===== config.mk =====
export PLATFORM = sky130hd
export DESIGN_NAME = tick_timer
export DESIGN_NICKNAME = d
export VERILOG_FILES = /design/src/rtl/tick_timer_pkg.sv /design/src/rtl/tt_regfile.sv /design/src/rtl/tt_counter.sv /design/src/rtl/tt_irq.sv /design/src/rtl/tick_timer.sv
export SDC_FILE = /design/constraint.sdc
export NUM_CORES = 1
export LEC_CHECK = 0
export ABC_AREA = 1
export ABC_CLOCK_PERIOD_IN_PS = 1640
export CORE_ASPECT_RATIO = 1.5
export CORE_MARGIN = 8
export CORE_UTILIZATION = 25
export CTS_CLUSTER_SIZE = 16
export DETAILED_ROUTE_END_ITERATION = 10
export SLEW_MARGIN = 20
export SYNTH_ARGS = -nofsm -noshare
export SYNTH_HDL_FRONTEND = slang
export SYNTH_HIERARCHICAL = 1
export SYNTH_SLANG_ARGS = --single-unit
export TNS_END_PERCENT = 20

===== constraint.sdc =====
create_clock -name clk -period 1.64 [get_ports clk]
set_clock_uncertainty 0.1 [all_clocks]
set_input_delay 0.492 -clock clk [delete_from_list [all_inputs] [get_ports clk]]
set_output_delay 0.492 -clock clk [all_outputs]
set_load 0.005 [all_outputs]

===== src/rtl/tick_timer_pkg.sv =====
package tick_timer_pkg;

   typedef enum logic [1:0] {
      TM_OFF     = 2'b00,
      TM_RESTART = 2'b01,
      TM_ONESHOT = 2'b10,
      TM_FREE    = 2'b11
   } tmode_e;

   localparam int SEL_COUNT = 0;
   localparam int SEL_CMP   = 1;
   localparam int SEL_CTRL  = 2;

   localparam int CTRL_IE_BIT   = 2;
   localparam int CTRL_PEND_BIT = 3;
   localparam int CTRL_BITS     = 4;

endpackage


===== src/rtl/tt_regfile.sv =====
module tt_regfile
   import tick_timer_pkg::*;
#(
   parameter int W        = 32,
   parameter int AW       = 2,
   parameter bit READ_REG = 1'b0
) (
   input  logic          clk,
   input  logic          rst_n,
   input  logic          wr_en,
   input  logic [AW-1:0] addr,
   input  logic [W-1:0]  wdata,
   input  logic [W-1:0]  count,
   input  logic          pending,
   output logic [W-1:0]  compare,
   output tmode_e        mode,
   output logic          irq_en,
   output logic          cnt_wr,
   output logic          ctl_wr,
   output logic          clr_pend,
   output logic [W-1:0]  rdata
);

   localparam logic [AW-1:0] A_COUNT = AW'(SEL_COUNT);
   localparam logic [AW-1:0] A_CMP   = AW'(SEL_CMP);
   localparam logic [AW-1:0] A_CTRL  = AW'(SEL_CTRL);
   localparam int            PAD     = W - CTRL_BITS;

   logic          cmp_wr;
   logic [W-1:0]  rd_mux;

   assign cnt_wr   = wr_en && (addr == A_COUNT);
   assign cmp_wr   = wr_en && (addr == A_CMP);
   assign ctl_wr   = wr_en && (addr == A_CTRL);
   assign clr_pend = ctl_wr && !wdata[CTRL_PEND_BIT];

   always_ff @(posedge clk or negedge rst_n) begin
      if (!rst_n) begin
         compare <= '0;
      end else if (cmp_wr) begin
         compare <= wdata;
      end
   end

   always_ff @(posedge clk or negedge rst_n) begin
      if (!rst_n) begin
         mode   <= TM_OFF;
         irq_en <= 1'b0;
      end else if (ctl_wr) begin
         mode   <= tmode_e'(wdata[1:0]);
         irq_en <= wdata[CTRL_IE_BIT];
      end
   end

   always_comb begin
      unique case (addr)
         A_COUNT: rd_mux = count;
         A_CMP:   rd_mux = compare;
         A_CTRL:  rd_mux = {{PAD{1'b0}}, pending, irq_en, mode};
         default: rd_mux = '0;
      endcase
   end

   generate
      if (READ_REG) begin : g_rd_flop
         always_ff @(posedge clk or negedge rst_n) begin
            if (!rst_n) rdata <= '0;
            else        rdata <= rd_mux;
         end
      end else begin : g_rd_comb
         assign rdata = rd_mux;
      end
   endgenerate

endmodule


===== src/rtl/tt_counter.sv =====
module tt_counter
   import tick_timer_pkg::*;
#(
   parameter int W = 32
) (
   input  logic         clk,
   input  logic         rst_n,
   input  tmode_e       mode,
   input  logic [W-1:0] compare,
   input  logic         cnt_wr,
   input  logic         ctl_wr,
   input  logic [W-1:0] wdata,
   output logic [W-1:0] count,
   output logic         hit
);

   localparam logic [W-1:0] ONE = W'(1);

   logic          halted;
   logic          equal;
   logic [W-1:0]  count_nx;

   assign equal = (count == compare);
   assign hit   = (mode != TM_OFF) && equal && !halted;

   always_comb begin
      count_nx = count;
      if (cnt_wr) begin
         count_nx = wdata;
      end else begin
         unique case (mode)
            TM_OFF:     count_nx = count;
            TM_RESTART: count_nx = hit ? '0 : count + ONE;
            TM_ONESHOT: count_nx = (hit || halted) ? count : count + ONE;
            TM_FREE:    count_nx = count + ONE;
            default:    count_nx = count;
         endcase
      end
   end

   always_ff @(posedge clk or negedge rst_n) begin
      if (!rst_n) count <= '0;
      else        count <= count_nx;
   end

   always_ff @(posedge clk or negedge rst_n) begin
      if (!rst_n) begin
         halted <= 1'b0;
      end else if (cnt_wr || ctl_wr) begin
         halted <= 1'b0;
      end else if (mode == TM_ONESHOT && hit) begin
         halted <= 1'b1;
      end
   end

endmodule


===== src/rtl/tt_irq.sv =====
module tt_irq (
   input  logic clk,
   input  logic rst_n,
   input  logic hit,
   input  logic clr_pend,
   input  logic irq_en,
   output logic pending,
   output logic irq
);

   always_ff @(posedge clk or negedge rst_n) begin
      if (!rst_n)        pending <= 1'b0;
      else if (hit)      pending <= 1'b1;
      else if (clr_pend) pending <= 1'b0;
   end

   assign irq = pending & irq_en;

endmodule


===== src/rtl/tick_timer.sv =====
module tick_timer
   import tick_timer_pkg::*;
#(
   parameter int W        = 32,
   parameter int AW       = 2,
   parameter bit READ_REG = 1'b0
) (
   input  logic          clk,
   input  logic          rst_n,
   input  logic          reg_wr,
   input  logic [AW-1:0] reg_addr,
   input  logic [W-1:0]  reg_wdata,
   output logic [W-1:0]  reg_rdata,
   output logic          irq_o
);

   generate
      if (W < CTRL_BITS || W > 64) begin : g_bad_width
         $error("tick_timer: W must lie in 4..64");
      end
      if (AW < 2 || AW > 8) begin : g_bad_addr
         $error("tick_timer: AW must lie in 2..8");
      end
   endgenerate

   logic [W-1:0] count_q;
   logic [W-1:0] compare_q;
   tmode_e       mode_q;
   logic         ie_q;
   logic         pend_q;
   logic         cnt_wr;
   logic         ctl_wr;
   logic         clr_pend;
   logic         hit;

   tt_regfile #(.W(W), .AW(AW), .READ_REG(READ_REG)) u_regs (
      .clk      (clk),
      .rst_n    (rst_n),
      .wr_en    (reg_wr),
      .addr     (reg_addr),
      .wdata    (reg_wdata),
      .count    (count_q),
      .pending  (pend_q),
      .compare  (compare_q),
      .mode     (mode_q),
      .irq_en   (ie_q),
      .cnt_wr   (cnt_wr),
      .ctl_wr   (ctl_wr),
      .clr_pend (clr_pend),
      .rdata    (reg_rdata)
   );

   tt_counter #(.W(W)) u_cnt (
      .clk     (clk),
      .rst_n   (rst_n),
      .mode    (mode_q),
      .compare (compare_q),
      .cnt_wr  (cnt_wr),
      .ctl_wr  (ctl_wr),
      .wdata   (reg_wdata),
      .count   (count_q),
      .hit     (hit)
   );

   tt_irq u_irq (
      .clk      (clk),
      .rst_n    (rst_n),
      .hit      (hit),
      .clr_pend (clr_pend),
      .irq_en   (ie_q),
      .pending  (pend_q),
      .irq      (irq_o)
   );

endmodule


==> results of run 1 <==
cell type report:
| class | instances | area share [%] |
|---|---|---|
| well taps | 276 | 3.71 |
| inverters | 105 | 4.29 |
| multi-input cells | 656 | 39.4 |
| clock inverters | 2 | 0.108 |
| clock buffers | 13 | 2.69 |
| flip-flops and latches | 69 | 18.7 |
| repair buffers | 324 | 31.1 |
worst min-delay path, cell delays in order, from the launching register on:
cell and delay (ns):
sky130_fd_sc_hd__dfrtp_1 0.37, sky130_fd_sc_hd__nand2_1 0.06, sky130_fd_sc_hd__nand2_1 0.05
Yosys cell counts, types with 3 or more instances:
| library cell | n |
|---|---|
| sky130_fd_sc_hd__nand2_1 | 301 |
| sky130_fd_sc_hd__inv_1 | 90 |
| sky130_fd_sc_hd__nand3_1 | 90 |
| sky130_fd_sc_hd__dfrtp_1 | 69 |
| sky130_fd_sc_hd__nor2_1 | 47 |
| sky130_fd_sc_hd__a21oi_1 | 46 |
| sky130_fd_sc_hd__nand4_1 | 46 |
| sky130_fd_sc_hd__nor2_2 | 35 |
| sky130_fd_sc_hd__xor2_1 | 27 |
| sky130_fd_sc_hd__buf_2 | 22 |
| sky130_fd_sc_hd__a21oi_2 | 18 |
| sky130_fd_sc_hd__nor3_1 | 17 |
| sky130_fd_sc_hd__clkbuf_1 | 15 |
| sky130_fd_sc_hd__inv_2 | 13 |
| sky130_fd_sc_hd__xnor2_1 | 10 |
| sky130_fd_sc_hd__buf_6 | 6 |
| sky130_fd_sc_hd__nor3_2 | 4 |
| sky130_fd_sc_hd__o21ai_0 | 3 |
flip-flops by register name (all words and copies together), names as in the netlist:
signal and count:
u_irq/pending 1, u_cnt/count 32, u_regs/irq_en 1, u_cnt/halted 1, u_regs/mode 2, u_regs/compare 32
metrics by stage:
stage / cell area (um^2) / setup TNS (ns) / utilization [%] / hold WS, ns
finish: 9300 / -17.83 / 41.9 / 0.410
global route: 9300 / -22.94 / 41.9 / 0.462
CTS: 8860 / -16.35 / 39.9 / 0.415
detailed placement: 8210 / -67.09 / 36.9 / 0.313
global placement: 8210 / -65.92 / 36.9 / 0.311
floorplan: 5740 / -3.66 / - / 0.0964
cell families after synthesis:
| logic type | Yosys count |
|---|---|
| simple gates | 551 |
| buf+inv | 151 |
| flops | 69 |
| compound gates | 67 |
| xor+xnor | 37 |
| fa+ha+maj | 1 |
worst paths after layout:
path | endpoint | from | depth (start not counted)
setup / recovery | u_cnt/count[23] | u_cnt/count[14] | 10
hold / removal | u_regs/irq_en | u_regs/irq_en | 2
setup reg to reg | u_cnt/count[23] | u_cnt/count[14] | 10
min in group asynchronous | u_regs/compare[28] | rst_n | 2
hold reg to reg | u_regs/irq_en | u_regs/irq_en | 2
max in group asynchronous | u_cnt/count[12] | rst_n | 3
timing repair:
item | 4_1_cts | 5_1_grt
gates cloned | 5 | 2
gates resized for setup | 205 | 77
setup buffers | 22 | 15
endpoints found under the setup margin | 94 | 85
hold buffers | 1 | 0
endpoints found under the hold margin | 9 | 0
pin swaps | 17 | 21
layer usage:
layer / wire length, um / up-vias
met5: 0 / -
met4: 1210 / 0
met3: 895 / 53
met2: 12500 / 145
met1: 9010 / 3231
li1: - / 3365
cell usage in the layout (no fill, tap or decap), types with 28 or more instances in the layout:
cell type | netlist | final
sky130_fd_sc_hd__dfrtp_1 | 69 | 60
sky130_fd_sc_hd__nand3_1 | 90 | 82
sky130_fd_sc_hd__nand2_1 | 301 | 264
sky130_fd_sc_hd__buf_2 | 22 | 29
sky130_fd_sc_hd__nand2_2 | 0 | 37
sky130_fd_sc_hd__nor2_1 | 47 | 33
sky130_fd_sc_hd__inv_1 | 90 | 85
sky130_fd_sc_hd__buf_4 | 2 | 213
sky130_fd_sc_hd__a21oi_1 | 46 | 36
sky130_fd_sc_hd__a21oi_2 | 18 | 28
sky130_fd_sc_hd__clkdlybuf4s50_1 | 0 | 32
sky130_fd_sc_hd__nand4_1 | 46 | 46
report_power, final:
part           internal (uW)  total [uW]  switching (uW)  leakage (uW)
Combinational           4350        8420            4070       0.00394
Clock                   1050        1810             754      0.000129
Sequential              2260        2950             687      0.000806
==> impl_results.md, run 1 <==
- Wire length per cell after detailed routing: ~16 um
- Register area: 1740 um^2
- Peak VDD IR: just under 600 uV
- Met2 capacity usage during global routing: 30.7%
- Global-route wire length before repair: between 30000 and 40000 um
- Clock tree sinks: just under 70
- Initial antenna violation count: 0
- Fraction of the yosys area taken by sequential cells: 30.8%
- RSZ-0062 raised after global routing: yes
- CP Max Fanout: 4
- DRC Markers: 0
- Status: complete, but fails checks
- Busiest grt layer: met2
- Share of synthesized area spent on multiplexers: 0%
- Count of endpoints failing hold in the final timing report: 0
- Avg Inst Size Synth: 6.39 um^2
- IO buf count: 69
- Number of max-cap violations: 0
- Placed wire-length estimate after detailed placement: 17200 um
- Final Critical Period: 1.98 ns
- Share of layout cells above drive strength 1: 40.5%
- Arr. time, crit path: 2.15 ns
- Main synth FF type: sky130_fd_sc_hd__dfrtp_1
- Synthesized-area fraction occupied by xor and xnor cells: 5.79%
- Complex-gate fraction of the synthesized area: 7.19%
- Clock network latency to the later pin of the worst-skew pair: 0.35 ns
- Max-slew headroom: 75.7%
- Final number of setup-violating endpoints: 66
- Overall die width: roughly 140 um
- Biggest cell delay along the critical path: 0.40 ns
- Number of placement rows: 67
- Family with the most delay on the worst path: simple AND/OR/NAND/NOR gates
- IO Count: 70
- Crit start category: register
- Yosys top cell by area: sky130_fd_sc_hd__dfrtp_1
- Critical path's most frequent cell: sky130_fd_sc_hd__buf_4
- Leakage power of the design: 0.00487 uW
- Simple-gate portion of the synthesized area: 44.4%
- Critical path capture point type: register
- Syn Std Cell Area: ~5600 um^2
- Number of enable-type register cells in the synthesized netlist: 0
- Post-synthesis net count: 914
- Violated checks: setup timing
- Worst-case setup slack after placement: -1.01 ns
- Path category of the worst min-delay check: register to register
- Synthesized-area fraction occupied by adder cells: less than 1%
- Power density over cell area: about 1400 nW/um^2
- Register-to-register setup slack: -0.34 ns
- Count of yosys warnings during synthesis: 6
- Overall power: ~13000 uW
- TritonCTS clock tree: yes
- Final Routed Wirelength: 23600 um
- Global routing usage on met1: 17.6%
- Vias in the first global route: 6799
- Worst-Margin Slew: 0.362 ns
- Final Slew Violations: 0
- Detail-routed via count per cell: 4.70
- Clock Tree Root: sky130_fd_sc_hd__clkbuf_16
- Initial drt markers: 346
- Global-route track usage on met3: between 2 and 3%
- Flop and latch count out of synthesis: 69
- Post-synthesis to final-layout area growth: 66.1%
- Maximum number of pins on one net before global-route repair: 33
- Required time at the endpoint of the critical path: 1.81 ns
- Clock buffer count from CTS: 9
- Number of inserted diodes: 0
- Filler Cells Inserted: 2226
- Final worst-path cycle share: 120%
- Start-to-end type of the worst setup path: register to register
- Async set-reset flop share out of synthesis: 100%
- Overall overflow remaining after global route: 0
- Placeable core region: 22200 um^2
- Overall die height: 199 um
- Count of nets after finishing: 1203
- Placed cell count: 1388
- DRT antenna net count: 0
- Critical path's slowest cell: sky130_fd_sc_hd__dfrtp_1
- Level count of the clock H-tree: 3
- Combinational family with the most area after synthesis: simple AND/OR/NAND/NOR gates
- Gp weighted congestion: 0.955
- Length of the first detailed-routing pass in iterations: 7
- Buf/Inv on CP: 3
- FMAX: 0.506 GHz
- Cells taking the most area after synthesis: sky130_fd_sc_hd__dfrtp_1, sky130_fd_sc_hd__nand2_1, sky130_fd_sc_hd__nand3_1
- Cell variety after synth: 30
- Multi-input gate area: 3670 um^2
- Count of placed standard cells in the final layout, fillers left out: 1445
- Clock slew at the register clock pins of the worst setup and hold paths: 0.06 ns
- Clock Tree Buf Depth: 2
- All-layer global routing usage: 16.6%
- Effective utilization at floorplan: roughly 25%
- Vias after detailed routing: ~6.8k
- Post-route setup slack: -0.335 ns
- Die Outline Area: around 28000 um^2
- Post-synthesis cell count: 876
- Crit-path cells: buf_4, buf_4, nand2_1, nor2_1, nand2_1, nor3_1, buf_4, xor2_1, nand3_1, a21oi_2
- Area share of the largest cell type after synthesis: 30.8%
(Power assumes the default switching activity.)
==> run 2: changes to the inputs <==
CORE_UTILIZATION = 30   (was 25)
==> run 2 against run 1 <==
Sequential share of layout area up 1.0 points. Clock power is 9% higher. Global-route usage is 2.3 points higher. Sequential power is essentially flat. Hold slack got worse by 0.34 ns. Final area decreased by 5.3%. Largest power group unchanged. Count of clock-buffer cells in the layout fell by 3. Highest routed layer unchanged. Largest cell class unchanged. Critical path depth did not move. The run still ends with setup timing left. Routed wire length is 8.6% lower.
==> impl_results.md, run 2 (synthesis gave the netlist of run 1 again) <==
- Number of inserted diodes: 0 (unchanged)
- Commonest cells after routing, fill and taps aside: sky130_fd_sc_hd__nand2_1, sky130_fd_sc_hd__buf_4, sky130_fd_sc_hd__inv_1, sky130_fd_sc_hd__nand3_1, sky130_fd_sc_hd__dfrtp_1
- Die Outline Area: 23400 um^2 (-15%)
- Vias after detailed routing: 6602 (-2.8%)
- RSZ-0062 raised after global routing: yes
- Crit start category: register
- Required time at the endpoint of the critical path: 1.77 ns (-0.04 ns)
- Filler Cells Inserted: 1863 (-16%)
- Detail-routed via count per cell: 4.73 (+0.66%)
- Clock tree sinks: 69 (unchanged)
- Vias in the first global route: 6885 (+1.3%)
- All-layer global routing usage: 18.9% (+2.3 points)
- Power density over cell area: 1440 nW/um^2 (+2.0%)
- Count of endpoints failing hold in the final timing report: 0 (unchanged)
- IO Count: 70 (unchanged)
- Overall power: 12700 uW (-3.4%)
- CP Max Fanout: 3 (-1)
- Clock buffer count from CTS: 9 (unchanged)
- Overall die width: 128 um (-7.7%)
- Post-route setup slack: -0.353 ns (-0.0179 ns)
- Final Routed Wirelength: 21600 um (-8.6%)
- Critical path capture point type: register
- Hold-fix buffer count after cts: 0 (-1)
- Clock Tree Root: sky130_fd_sc_hd__clkbuf_16
- Initial antenna violation count: 0 (unchanged)
- Number of max-cap violations: 0 (unchanged)
- Placeable core region: 18400 um^2 (-17%)
- Maximum number of pins on one net before global-route repair: 70 (+110%)
- Peak VDD IR: 629 uV (+5.9%)
- Number of placement rows: 61 (-9.0%)
- DRC Markers: 0 (unchanged)
- Final number of setup-violating endpoints: 66 (unchanged)
- Gp weighted congestion: 0.931 (-2.6%)
- Overall die height: 183 um (-8.0%)
- Worst-case setup slack after placement: -0.965 ns (+0.0422 ns)
- Share of layout cells above drive strength 1: 38.2% (-2.3 points)
- Count of placed standard cells in the final layout, fillers left out: 1395 (-3.5%)
- Final worst-path cycle share: 122% (+1.1 points)
- Length of the first detailed-routing pass in iterations: 4 (-3)
- Overall overflow remaining after global route: 0 (unchanged)
- Total Negative Setup Slacks: -16.17 ns (+1.66 ns)
- Level count of the clock H-tree: 3 (unchanged)
- Arr. time, crit path: 2.12 ns (-0.03 ns)
- Multi-input gate area: 3540 um^2 (-3.4%)
- Placed wire-length estimate after detailed placement: 16500 um (-4.0%)
- Final Critical Period: 1.99 ns (+0.0179 ns)
- Initial drt markers: 330 (-4.6%)
- Leakage power of the design: 0.00467 uW (-4.1%)
- TritonCTS clock tree: yes
- Global-route wire length before repair: 34700 um (-3.9%)
- Placed cell count: 1358 (-2.2%)
- Depth of the worst register-to-register path: 10 (unchanged)
- Start-to-end type of the worst setup path: register to register
- Max-slew headroom: 72.6% (-3.0 points)
- Clock slew at the register clock pins of the worst setup and hold paths: 0.06 ns (about the same)
- Violated checks: setup timing
- Most common cell after layout, fill and taps aside: sky130_fd_sc_hd__nand2_1
- IO buf count: 69 (unchanged)
- DRT antenna net count: 0 (unchanged)
- Clock network latency to the later pin of the worst-skew pair: 0.34 ns (about the same)
- Final Slew Violations: 0 (unchanged)
- Post-synthesis to final-layout area growth: 57.3%
- Leading registers by flop count: u_cnt/count (32), u_regs/compare (32), u_regs/mode (2)
- Register area: 1730 um^2 (-0.22%)
- Count of nets after finishing: 1176 (-2.2%)
- Clock Tree Buf Depth: 2 (unchanged)
- Wire length per cell after detailed routing: 15.5 um (-5.3%)
- FMAX: 0.502 GHz (-0.90%)
- Path category of the worst min-delay check: input pin to asynchronous set/reset pin
- Status: complete, but fails checks
- Effective utilization at floorplan: 30.5% (+5.2 points)
- Worst-Margin Slew: 0.411 ns (+0.0481 ns)
run 2: cell types whose count changed in the layout (fill, tap and decap cells not counted), sizes merged:
cell | before | now
buf | 286 | 263
clkbuf | 15 | 11
clkdlybuf4s15 | 2 | 0
clkinvlp | 0 | 2
bufinv | 0 | 1
clkdlybuf4s50 | 32 | 33
clkinv | 4 | 5
dlygate4sd3 | 1 | 0
dlymetal6s2s | 1 | 0
run 2: final timing paths:
kind / start / slack [ns] / end
max: u_cnt/count[0] / -0.35 / u_cnt/count[8]
min: rst_n / 0.07 / u_regs/compare[8]
max reg2reg: u_cnt/count[0] / -0.35 / u_cnt/count[8]
min reg2reg: u_regs/compare[20] / 0.43 / u_regs/compare[20]
max in group asynchronous: rst_n / 1.02 / u_cnt/count[21]
min in group clk: u_regs/compare[20] / 0.43 / u_regs/compare[20]
run 2: critical path, stage by stage, from the launching register on:
cell and delay (ns):
sky130_fd_sc_hd__dfrtp_1 0.38, sky130_fd_sc_hd__ha_2 0.23, sky130_fd_sc_hd__nand2_4 0.06, sky130_fd_sc_hd__nor3_4 0.28
sky130_fd_sc_hd__inv_2 0.11, sky130_fd_sc_hd__nor2_4 0.20, sky130_fd_sc_hd__buf_4 0.14, sky130_fd_sc_hd__xor2_1 0.15
sky130_fd_sc_hd__inv_1 0.06, sky130_fd_sc_hd__nand3_1 0.10, sky130_fd_sc_hd__a21oi_1 0.07
run 2: timing repair:
item | 4_1_cts | 5_1_grt
gates resized for setup | 192 | 47
endpoints found under the hold margin | 0 | 0
pin swaps | 10 | 12
gates cloned | 3 | 0
endpoints found under the setup margin | 99 | 99
buffers inserted | 14 | 5
run 2: layer usage:
layer  track usage (%)  vias up  part of all wire, %
met5                 0        -                    0
met4              10.2        0                  3.2
met3              3.17       41                  3.3
met2              35.1      128                   55
met1              19.9     3117                   39
li1                  -     3316                    -
run 2: final cells by class:
cell class / instances / area share, %
Tap cell: 252 / 3.58
Multi-Input combinational cell: 656 / 40.2
Sequential cell: 69 / 19.7
Inverter: 105 / 4.47
Clock inverter: 6 / 0.724
Clock buffer: 10 / 2.60
Timing Repair Buffer: 297 / 28.7
run 2: where the power goes:
part	internal, uW	switching (uW)	total (uW)	leakage [uW]
registers	2250	667	2920	0.000808
logic	4000	3820	7820	0.00373
clock network	1180	808	1980	0.000138
run 2: metrics by stage:
step / util [%] / hold WS (ns) / area, um^2
after floorplan: - / 0.0964 / 5740
after global placement: 44.0 / 0.390 / 8090
after detailed placement: 44.0 / 0.413 / 8090
after CTS: 46.8 / 0.0830 / 8610
after global routing: 47.9 / 0.0925 / 8810
final: 47.9 / 0.0699 / 8810
==> run 3: changes to the inputs <==
CAP_MARGIN = 20   (was default)
CTS_BUF_LIST = sky130_fd_sc_hd__clkbuf_8   (was default)
DONT_BUFFER_PORTS = 1   (was default)
==> run 3 against run 2 <==
The run ends with hold timing, setup timing left. First-iteration DRC count increased by 24%. Utilization decreased by 3.2 points. Non-clock buffer count decreased by 88. Largest cell class unchanged. Largest power group unchanged. Critical path type unchanged.
==> impl_results.md, run 3 (synthesis gave the netlist of run 1 again) <==
- IO buf count: 0 (-100%)
- Path category of the worst min-delay check: input pin to asynchronous set/reset pin
- Required time at the endpoint of the critical path: 1.84 ns (+0.07 ns)
- Register area: 1740 um^2 (+0.36%)
- Placed wire-length estimate after detailed placement: 16100 um (-2.3%)
- End of the worst register-to-register path: u_cnt/count[22]
- Overall die height: 183 um (unchanged)
- Most common cell after layout, fill and taps aside: sky130_fd_sc_hd__nand2_1
- Final cell utilization of the core: 44.7% (-3.2 points)
- Final Routed Wirelength: 21500 um (-0.56%)
- Clock buffer count from CTS: 9 (unchanged)
- Post-route worst hold slack: -0.293 ns (-0.363 ns)
- Status: complete, but fails checks
- Worst-case setup slack after placement: -0.393 ns (+0.573 ns)
- Clock network latency to the later pin of the worst-skew pair: 0.38 ns (+0.04 ns)
- Number of inserted diodes: 0 (unchanged)
- Count of placed standard cells in the final layout, fillers left out: 1305 (-6.5%)
- Clock slew at the register clock pins of the worst setup and hold paths: 0.08 ns (+0.02 ns)
- Final Slew Violations: 0 (unchanged)
- CP Max Fanout: 4 (+1)
- Final Critical Period: 1.94 ns (-0.0511 ns)
- Global-route wire length before repair: 33200 um (-4.3%)
- TritonCTS clock tree: yes
- Start-to-end type of the worst setup path: register to register
- Count of endpoints failing hold in the final timing report: 69 (+69)
- Gp weighted congestion: 0.939 (+0.93%)
- Number of placement rows: 61 (unchanged)
- Effective utilization at floorplan: 30.5% (unchanged)
- Initial drt markers: 408 (+24%)
- DRC Markers: 0 (unchanged)
- Filler Cells Inserted: 1847 (-0.86%)
- Arr. time, crit path: 2.14 ns (+0.02 ns)
- Maximum number of pins on one net before global-route repair: 70 (unchanged)
- Vias after detailed routing: 6341 (-4.0%)
- Overall die width: 128 um (unchanged)
- Placed cell count: 1268 (-6.6%)
- Critical path capture point type: register
- Leakage power of the design: 0.00429 uW (-8.3%)
- Violated checks: hold timing, setup timing
- Register-to-register setup slack: -0.30 ns (+0.05 ns)
- Detail-routed via count per cell: 4.86 (+2.7%)
- All-layer global routing usage: 18.3% (-0.64 points)
- Share of layout cells above drive strength 1: 39.3% (+1.1 points)
- Post-route setup slack: -0.302 ns (+0.0511 ns)
- Final number of setup-violating endpoints: 58 (-12%)
- FMAX: 0.515 GHz (+2.6%)
- Leading registers by flop count: u_cnt/count (32), u_regs/compare (32), u_regs/mode (2)
- Clock tree sinks: 69 (unchanged)
- Power density over cell area: 1490 nW/um^2 (+3.2%)
- Post-synthesis to final-layout area growth: 46.9%
- Vias in the first global route: 6302 (-8.5%)
- Max-slew headroom: 76.1% (+3.5 points)
- Critical register-to-register path startpoint: u_cnt/count[18]
- Clock Tree Root: sky130_fd_sc_hd__clkbuf_8
- Number of max-cap violations: 0 (unchanged)
- IO Count: 70 (unchanged)
- Commonest cells after routing, fill and taps aside: sky130_fd_sc_hd__nand2_1, sky130_fd_sc_hd__buf_4, sky130_fd_sc_hd__inv_1, sky130_fd_sc_hd__nand3_1, sky130_fd_sc_hd__dfrtp_1
- Peak VDD IR: 424 uV (-33%)
- Overall power: 12300 uW (-3.7%)
- Level count of the clock H-tree: 3 (unchanged)
- Count of nets after finishing: 1088 (-7.5%)
- Worst-Margin Slew: 0.357 ns (-0.0538 ns)
- Placeable core region: 18400 um^2 (unchanged)
- Crit start category: register
- Multi-input gate area: 3710 um^2 (+4.8%)
- Clock Tree Buf Depth: 2 (unchanged)
- Overall overflow remaining after global route: 0 (unchanged)
- Die Outline Area: 23400 um^2 (unchanged)
- Wire length per cell after detailed routing: 16.4 um (+6.3%)
- Initial antenna violation count: 0 (unchanged)
- Final worst-path cycle share: 118% (-3.1 points)
- Length of the first detailed-routing pass in iterations: 5 (+1)
- DRT antenna net count: 0 (unchanged)
- RSZ-0062 raised after global routing: yes
- Depth of the worst register-to-register path: 9 (-1)
## run 3: changes by cell type in the layout (fill, tap and decap cells not counted), sizes merged
cell | previous run | this run
bufinv | 1 | 0
clkdlybuf4s50 | 33 | 0
clkbuf | 11 | 14
clkinv | 5 | 2
clkinvlp | 2 | 0
buf | 263 | 208
inv | 103 | 104
## run 3: cell type report
cell class / count / area share, %
clock buffer: 13 / 2.17
clock inverter: 1 / 0.0608
inverter: 105 / 4.79
multi-input combinational: 656 / 45.1
sequential: 69 / 21.2
tap: 252 / 3.83
timing repair buffer: 209 / 22.9
## run 3: repair_timing
action,in CTS,in global routing
setup buffers,13,9
cloned,1,1
endpoints found under the hold margin,69,69
resized for setup,90,73
pin swaps,35,24
setup endpoints to repair,66,65
## run 3: how the worst max path moves through the flow
stage / slack, ns / depth (start not counted) / startpoint / to
3_3_place_gp: -0.40 / 10 / u_cnt/count[6] / u_cnt/count[31]
6_report: -0.30 / 9 / u_cnt/count[18] / u_cnt/count[22]
3_5_place_dp: -0.39 / 10 / u_cnt/count[6] / u_cnt/count[31]
4_1_cts: -0.31 / 9 / u_cnt/count[0] / u_cnt/count[16]
2_1_floorplan: -0.12 / 8 / u_cnt/count[0] / u_cnt/count[26]
5_1_grt: -0.44 / 12 / u_cnt/count[21] / u_cnt/count[30]
## run 3: worst max-delay path, stage by stage, from the launching register on
cell and delay (ns):
sky130_fd_sc_hd__dfrtp_1 0.42, sky130_fd_sc_hd__buf_4 0.13, sky130_fd_sc_hd__buf_4 0.10, sky130_fd_sc_hd__nand2_1 0.09, sky130_fd_sc_hd__nor3_2 0.20, sky130_fd_sc_hd__nand2_1 0.18
sky130_fd_sc_hd__nor3_4 0.25, sky130_fd_sc_hd__xor2_1 0.16, sky130_fd_sc_hd__nand3_1 0.09, sky130_fd_sc_hd__a21oi_1 0.15
## run 3: metrics by stage
stage | TNS, ns | cell area, um^2 | hold slack, ns
floorplan | -3.66 | 5740 | 0.0964
global placement | -11.00 | 7250 | 0.0995
detailed placement | -11.52 | 7250 | 0.0992
CTS | -10.65 | 7910 | -0.314
global route | -16.28 | 8230 | -0.310
finish | -10.45 | 8230 | -0.293
## run 3: metal layers
layer / vias to the layer above / wire length (um) / GRT usage (%)
met5: - / 0 / 0
met4: 0 / 550 / 7.07
met3: 29 / 932 / 3.55
met2: 135 / 12000 / 36.0
met1: 3032 / 7960 / 18.2
li1: 3145 / - / -
## run 3: report_power, final
group,total (uW),switching [uW],internal (uW)
Combinational,7940,3840,4100
Clock,1380,682,696
Sequential,2930,676,2260
